--- src/rtl/mixcol_pkg.sv ---
package mixcol_pkg;
  localparam int BYTE_W = 8;
  localparam int ROWS   = 4;
  localparam int COL_W  = BYTE_W * ROWS;
  localparam logic [BYTE_W-1:0] RED_POLY = 8'h1B;

  // index [ROWS-1] is row 0 (most significant byte)
  typedef logic [ROWS-1:0][BYTE_W-1:0] col_t;
endpackage

--- src/rtl/gf_dbl.sv ---
module gf_dbl #(
  parameter int          W    = 8,
  parameter logic [W-1:0] POLY = 8'h1B
) (
  input  logic [W-1:0] x,
  output logic [W-1:0] y
);
  logic [W-1:0] shifted;
  always_comb begin
    shifted = {x[W-2:0], 1'b0};
    y       = x[W-1] ? (shifted ^ POLY) : shifted;
  end
endmodule

--- src/rtl/mix_precond.sv ---
// Inverse preconditioning: a0,a2 ^= 4(a0^a2); a1,a3 ^= 4(a1^a3).
// The forward network applied afterwards yields the inverse matrix.
module mix_precond
  import mixcol_pkg::*;
(
  input  col_t a,
  input  logic inv,
  output col_t b
);
  logic [BYTE_W-1:0] sum_even, sum_odd;
  logic [BYTE_W-1:0] dbl_even, dbl_odd;
  logic [BYTE_W-1:0] quad_even, quad_odd;

  always_comb begin
    sum_even = a[ROWS-1] ^ a[ROWS-3];
    sum_odd  = a[ROWS-2] ^ a[ROWS-4];
  end

  gf_dbl #(.W(BYTE_W), .POLY(RED_POLY)) u_de0 (.x(sum_even), .y(dbl_even));
  gf_dbl #(.W(BYTE_W), .POLY(RED_POLY)) u_de1 (.x(dbl_even), .y(quad_even));
  gf_dbl #(.W(BYTE_W), .POLY(RED_POLY)) u_do0 (.x(sum_odd),  .y(dbl_odd));
  gf_dbl #(.W(BYTE_W), .POLY(RED_POLY)) u_do1 (.x(dbl_odd),  .y(quad_odd));

  always_comb begin
    b = a;
    if (inv) begin
      b[ROWS-1] = a[ROWS-1] ^ quad_even;
      b[ROWS-3] = a[ROWS-3] ^ quad_even;
      b[ROWS-2] = a[ROWS-2] ^ quad_odd;
      b[ROWS-4] = a[ROWS-4] ^ quad_odd;
    end
  end
endmodule

--- src/rtl/mix_fwd.sv ---
// Forward matrix: out[r] = 2a[r] ^ 3a[r+1] ^ a[r+2] ^ a[r+3]
module mix_fwd
  import mixcol_pkg::*;
(
  input  col_t a,
  output col_t y
);
  col_t d;

  for (genvar r = 0; r < ROWS; r++) begin : g_dbl
    gf_dbl #(.W(BYTE_W), .POLY(RED_POLY)) u_dbl (
      .x(a[ROWS-1-r]),
      .y(d[ROWS-1-r])
    );
  end

  for (genvar r = 0; r < ROWS; r++) begin : g_row
    localparam int R1I = (r + 1) % ROWS;
    localparam int R2I = (r + 2) % ROWS;
    localparam int R3I = (r + 3) % ROWS;
    assign y[ROWS-1-r] = d[ROWS-1-r] ^ d[ROWS-1-R1I] ^ a[ROWS-1-R1I]
                       ^ a[ROWS-1-R2I] ^ a[ROWS-1-R3I];
  end
endmodule

--- src/rtl/mix_lane.sv ---
module mix_lane
  import mixcol_pkg::*;
(
  input  col_t a,
  input  logic inv,
  output col_t y
);
  col_t pre;
  mix_precond u_pre (.a(a), .inv(inv), .b(pre));
  mix_fwd     u_fwd (.a(pre), .y(y));
endmodule

--- src/rtl/mixcol_unit.sv ---
module mixcol_unit
  import mixcol_pkg::*;
#(
  parameter int LANES = 4,
  parameter bit PIPE  = 1'b1,
  localparam int W    = COL_W * LANES
) (
  input  logic         clk,
  input  logic         rst_n,
  input  logic         in_valid,
  input  logic         inv_mode,
  input  logic [W-1:0] state_in,
  output logic         out_valid,
  output logic [W-1:0] state_out
);
  logic [W-1:0] mixed;

  for (genvar c = 0; c < LANES; c++) begin : g_lane
    col_t lane_in, lane_out;
    assign lane_in = state_in[W-1-COL_W*c -: COL_W];
    mix_lane u_lane (.a(lane_in), .inv(inv_mode), .y(lane_out));
    assign mixed[W-1-COL_W*c -: COL_W] = lane_out;
  end

  if (PIPE) begin : g_reg
    logic [W-1:0] data_q, data_d;
    logic         vld_q,  vld_d;

    always_comb begin
      data_d = in_valid ? mixed : data_q;
      vld_d  = in_valid;
    end

    // reset is expected to be released synchronously upstream
    always_ff @(posedge clk or negedge rst_n) begin
      if (!rst_n) begin
        data_q <= '0;
        vld_q  <= 1'b0;
      end else begin
        data_q <= data_d;
        vld_q  <= vld_d;
      end
    end

    assign state_out = data_q;
    assign out_valid = vld_q;
  end else begin : g_comb
    assign state_out = mixed;
    assign out_valid = in_valid;
  end
endmodule

--- config.mk ---
export PLATFORM = sky130hd
export DESIGN_NAME = mixcol_unit
export DESIGN_NICKNAME = d
export VERILOG_FILES = /design/src/rtl/mixcol_pkg.sv /design/src/rtl/gf_dbl.sv /design/src/rtl/mix_precond.sv /design/src/rtl/mix_fwd.sv /design/src/rtl/mix_lane.sv /design/src/rtl/mixcol_unit.sv
export SDC_FILE = /design/constraint.sdc
export NUM_CORES = 1
export LEC_CHECK = 0
export ABC_AREA = 1
export ABC_CLOCK_PERIOD_IN_PS = 800
export BUFFER_PORTS_ARGS = -buffer_cell sky130_fd_sc_hd__buf_2
export CAP_MARGIN = 20
export CORE_UTILIZATION = 55
export DETAILED_ROUTE_END_ITERATION = 6
export PLACE_DENSITY = 0.79
export SKIP_CTS_REPAIR_TIMING = 1
export SLEW_MARGIN = 15
export SYNTH_ARGS = -nofsm -noshare
export SYNTH_HDL_FRONTEND = slang
export SYNTH_SLANG_ARGS = --single-unit
--- constraint.sdc ---
create_clock -name clk -period 0.8 [get_ports clk]
set_input_delay 0.08 -clock clk [delete_from_list [all_inputs] [get_ports clk]]
set_output_delay 0.08 -clock clk [all_outputs]
set_load 0.02 [all_outputs]
==> results.py, run 1 <==
metrics = {
    "placed_design": {
        "portBuffers": 260,
        "routabilityCongestion": 0.9523,
        "hpwlAfterDp_mm": 42.44,
    },
    "synth": {
        "syn_nets": 2607,
        "synth-seq-cells": 129,
        "avgSynthCellArea_um2": 5.964,
        "yosysWarnings": 0,
        "synth_cell_types": 32,
        "syn_area_mm2": 0.01476,
        "ys_seq_area_share_pct": 21.87,
        "syn_inst": 2475,
    },
    "timing": {
        "worst-ep-kind": "sequential cell input",
        "worstEndpointGrtRepair": "state_out[20]$_DFFE_PN0P_/D",
    },
    "run_status": {
        "outcome": "did not finish",
        "haltStage": "5_1_grt",
        "error": "[ERROR DPL-0038] Utilization greater than 100%, impossible to legalize",
    },
    "floorplan": {
        "die_y_um": 165.8,
        "initial_core_util_pct": 56.33,
        "core.rowCount": 59,
        "pin_count": 261,
        "fp.dieW_um": 165.8,
    },
    "clock_network": {
        "cts_buffers": 17,
        "clockBufferDepth": 2,
        "cts_root_buf": "clkbuf_16",
        "htree_levels": 4,
        "clkSinkCount": 129,
    },
    "global_routing": {
        "grt_max_degree": 47,
    },
}
synthesized netlist by cell type, drive strengths merged:
cell type	count	area share [%]
a21oi	10	0.34
a31oi	1	0.042
buf	18	0.96
clkbuf	23	0.58
dfrtp	129	22
inv	235	6.0
nand2	1299	33
nand3	315	11
nand3b	13	0.66
nand4	38	1.6
nor2	21	0.53
o21ai	41	1.4
o21bai	1	0.051
or2	15	0.64
xnor2	88	5.5
xor2	228	15
logic make-up after synthesis:
group,count (synthesis),share of synthesized area [%]
simple gates,1701,47.93
xor+xnor,316,20.86
buf+inv,276,7.518
flops,129,21.87
compound gates,53,1.822
metrics by stage:
| stage | setup slack [ns] | cells | area (µm²) |
|---|---|---|---|
| 4_1_cts | -0.7171 | 3515 | 21050 |
| 3_3_place_gp | -1.080 | 3483 | 20460 |
| 2_1_floorplan | -0.7197 | 2475 | 15420 |
| 3_5_place_dp | -1.137 | 3483 | 20460 |
==> run 2: changes to the inputs <==
Settings changed: CORE_UTILIZATION 55 to 40, PLACE_DENSITY 0.79 to unset, PLACE_DENSITY_LB_ADDON set to 0.15.
==> run 2 against run 1 <==
  * The flow now finishes, with violations (setup timing)
  * Area after synthesis is the same
  * Synthesized cell count is the same
==> results.py, run 2 <==
metrics = {
    "detailed_routing": {
        "highest_layer": "met5",
        "vias": 20460,
        "wl_met1_mm": 27.30,
        "drt_first_pass_iters": 6,
        "viasPerCell": 5.379,
        "drt_iter0_drc": 1416,
        "drt_wl_total_mm": 71.65,
        "drc": 0,
        "wire_per_inst_um": 18.84,
        "wl_met2_mm": 35.75,
        "route.met3.wl_mm": 4.725,
        "ant_nets": 0,
    },
    "cells_and_area": {
        "fill_cells": 2141,
        "final_core_util_pct": 80.78,
        "layout_commonest_cell": "nand2_1",
        "area_growth_syn_to_layout_pct": 96.54,
        "drive_gt1_share_pct": 58.58,
        "layout_common_cells": "nand2_1, buf_4, nand2_2",
        "nNetsFinal": 3460,
        "largest_reg_flops": 128,
    },
    "synth": {
        "synth-adder-area-share_pct": 0,
        "synthTopCellsByCount": "nand2_1, nand3_1, inv_1, xor2_1, dfrtp_1",
        "synth_top_family_by_area": "simple AND/OR/NAND/NOR gates",
        "synth_xor_area_share_pct": 20.86,
        "synth-seq-cells": 129,
        "synth_top_cells_by_area": "nand2_1, dfrtp_1, xor2_1, nand3_1, inv_1",
        "synth_cell_types": 32,
        "syn_inst": 2475,
        "yosys.area_share.simple_pct": 47.93,
        "yosysTopAreaCell": "nand2_1",
        "synth_edf_count": 0,
        "ys_seq_area_share_pct": 21.87,
        "syn_area_mm2": 0.01476,
        "yosysWarnings": 0,
        "ys.flop_type": "dfrtp_1",
        "syn_nets": 2607,
        "synth_compound_area_share_pct": 1.822,
        "avgSynthCellArea_um2": 5.964,
        "async_reset_ff_share_pct": 100.0,
        "post-synth-top-count-cell": "nand2_1",
        "yosys-mux-area-fraction_pct": 0,
        "yosysTopAreaCellShare_pct": 32.83,
    },
    "clock_network": {
        "clockBufferDepth": 2,
        "htree_levels": 4,
        "clkSinkCount": 129,
        "cts_buffers": 17,
        "clk_latency_ns": 0.47,
        "cts_root_buf": "clkbuf_16",
        "tritoncts": "done",
        "clk_pin_slew_ns": 0.07,
    },
    "global_routing": {
        "grt_antenna_before_repair": 2,
        "grt_max_degree": 30,
        "overflow": 0,
        "grt_pass1_vias": 16960,
        "grt_pass1_wl_mm": 83.92,
        "grtUsageTotal_pct": 27.94,
    },
    "pwr": {
        "power_leakage_uw": 0.01501,
        "ir_drop_mv": 1.787,
        "p_per_area_mw_per_mm2": 1805,
    },
    "worst_hold_path": {
        "hold_class": "input port to asynchronous set/reset pin",
    },
    "timing": {
        "maxSlewHeadroom_pct": 72.01,
        "min_period_over_period_pct": 175.9,
        "hold_viol_final": 0,
        "tightest_slew_ns": 0.4168,
        "max_freq_mhz": 710.7,
        "fin_tns_setup_ns": -95.15,
        "fin_worst_skew_ns": 0,
        "fin_ws_ns": -0.6070,
        "fin_crit_ns": 1.407,
        "slew_violations": 0,
        "rsz0062_at_grt": "yes",
        "setup_viol": 257,
    },
    "worst_setup_path": {
        "required_ns": 1.19,
        "critPathLaunchType": "input port",
        "path_max_fanout": 6,
        "path_class": "input port to register",
        "end_kind": "register",
        "critical_path_arrival_ns": 1.79,
        "reg2reg_depth": 2,
    },
    "floorplan": {
        "fp.dieW_um": 194.1,
        "core_mm2": 0.03591,
        "die_y_um": 194.1,
        "initial_core_util_pct": 41.10,
        "die_area_mm2": 0.03768,
        "pin_count": 261,
        "core.rowCount": 69,
    },
    "run_status": {
        "outcome": "finished, violations left",
        "violations": "setup timing",
    },
    "run": {
        "cap_violations": 0,
    },
    "placed_design": {
        "hpwlAfterDp_mm": 43.79,
        "routabilityCongestion": 0.9317,
        "portBuffers": 260,
    },
}
## run 2: cell counts after synthesis
No cell type changed its count.
## run 2: critical path: stages
cell and delay, ns:
buf_16 0.12, buf_6 0.20, nand3_4 0.14, xor2_4 0.22, buf_4 0.14, xnor2_1 0.14
buf_4 0.15, xor2_2 0.31, nor2_1 0.11, o21ai_1 0.17
## run 2: final timing paths
path,startpoint,end,slack [ns]
min reg2reg,state_out[20],state_out[20],0.47
max in group asynchronous,rst_n,state_out[32],0.28
min,rst_n,state_out[82],0.05
max reg2reg,state_out[22],state_out[22],-0.02
min in group clk,in_valid,state_out[55],0.06
max,inv_mode,state_out[88],-0.61
## run 2: cell families (layout without fill, tap and decap cells)
| group | Yosys count | count (layout) |
|---|---|---|
| flip-flops | 129 | 129 |
| AND/OR/NAND/NOR | 1701 | 1701 |
| other | 0 | 1 |
| AO/OA/AOI/OAI | 53 | 53 |
| XOR/XNOR | 316 | 316 |
| buffers and inverters | 276 | 1142 |
## run 2: cell type report
class                           instances  area, µm²  share of cell area (%)
Clock inverter                         11      152.6                  0.5261
Sequential cell                       129       3231                   11.14
Tap cell                              461      576.8                   1.988
Inverter                              235       1040                   3.584
Timing Repair Buffer                  875       7108                   24.50
Antenna cell                            1      2.502                0.008625
Clock buffer                           21      470.5                   1.622
Multi-Input combinational cell       2070      16430                   56.64
## run 2: stage by stage
step	worst slack (ns)	instance area, µm²	total power (µW)	hold WS [ns]	cells
after CTS	-0.7163	21670	43190	-0.5221	3685
after global routing	-0.7205	29010	55050	0.06012	3803
final	-0.6070	29010	52370	0.04893	3803
after global placement	-1.191	21050	33860	-0.03609	3653
after floorplan	-0.7197	15420	24470	-0.2156	2475
after detailed placement	-1.185	21050	34310	-0.03521	3653
## run 2: routing by layer
layer / track usage (%) / vias to the layer above
met5: 0 / -
met1: 36.45 / 9809
met3: 4.783 / 331
li1: - / 9324
met4: 8.377 / 2
met2: 47.06 / 992
## run 2: power by group
part           internal (µW)  total, µW  switching [µW]
combinational          13800      33600           19700
clock                   5170       8840            3670
sequential              8570       9950            1380
(Power assumes the default switching activity.)
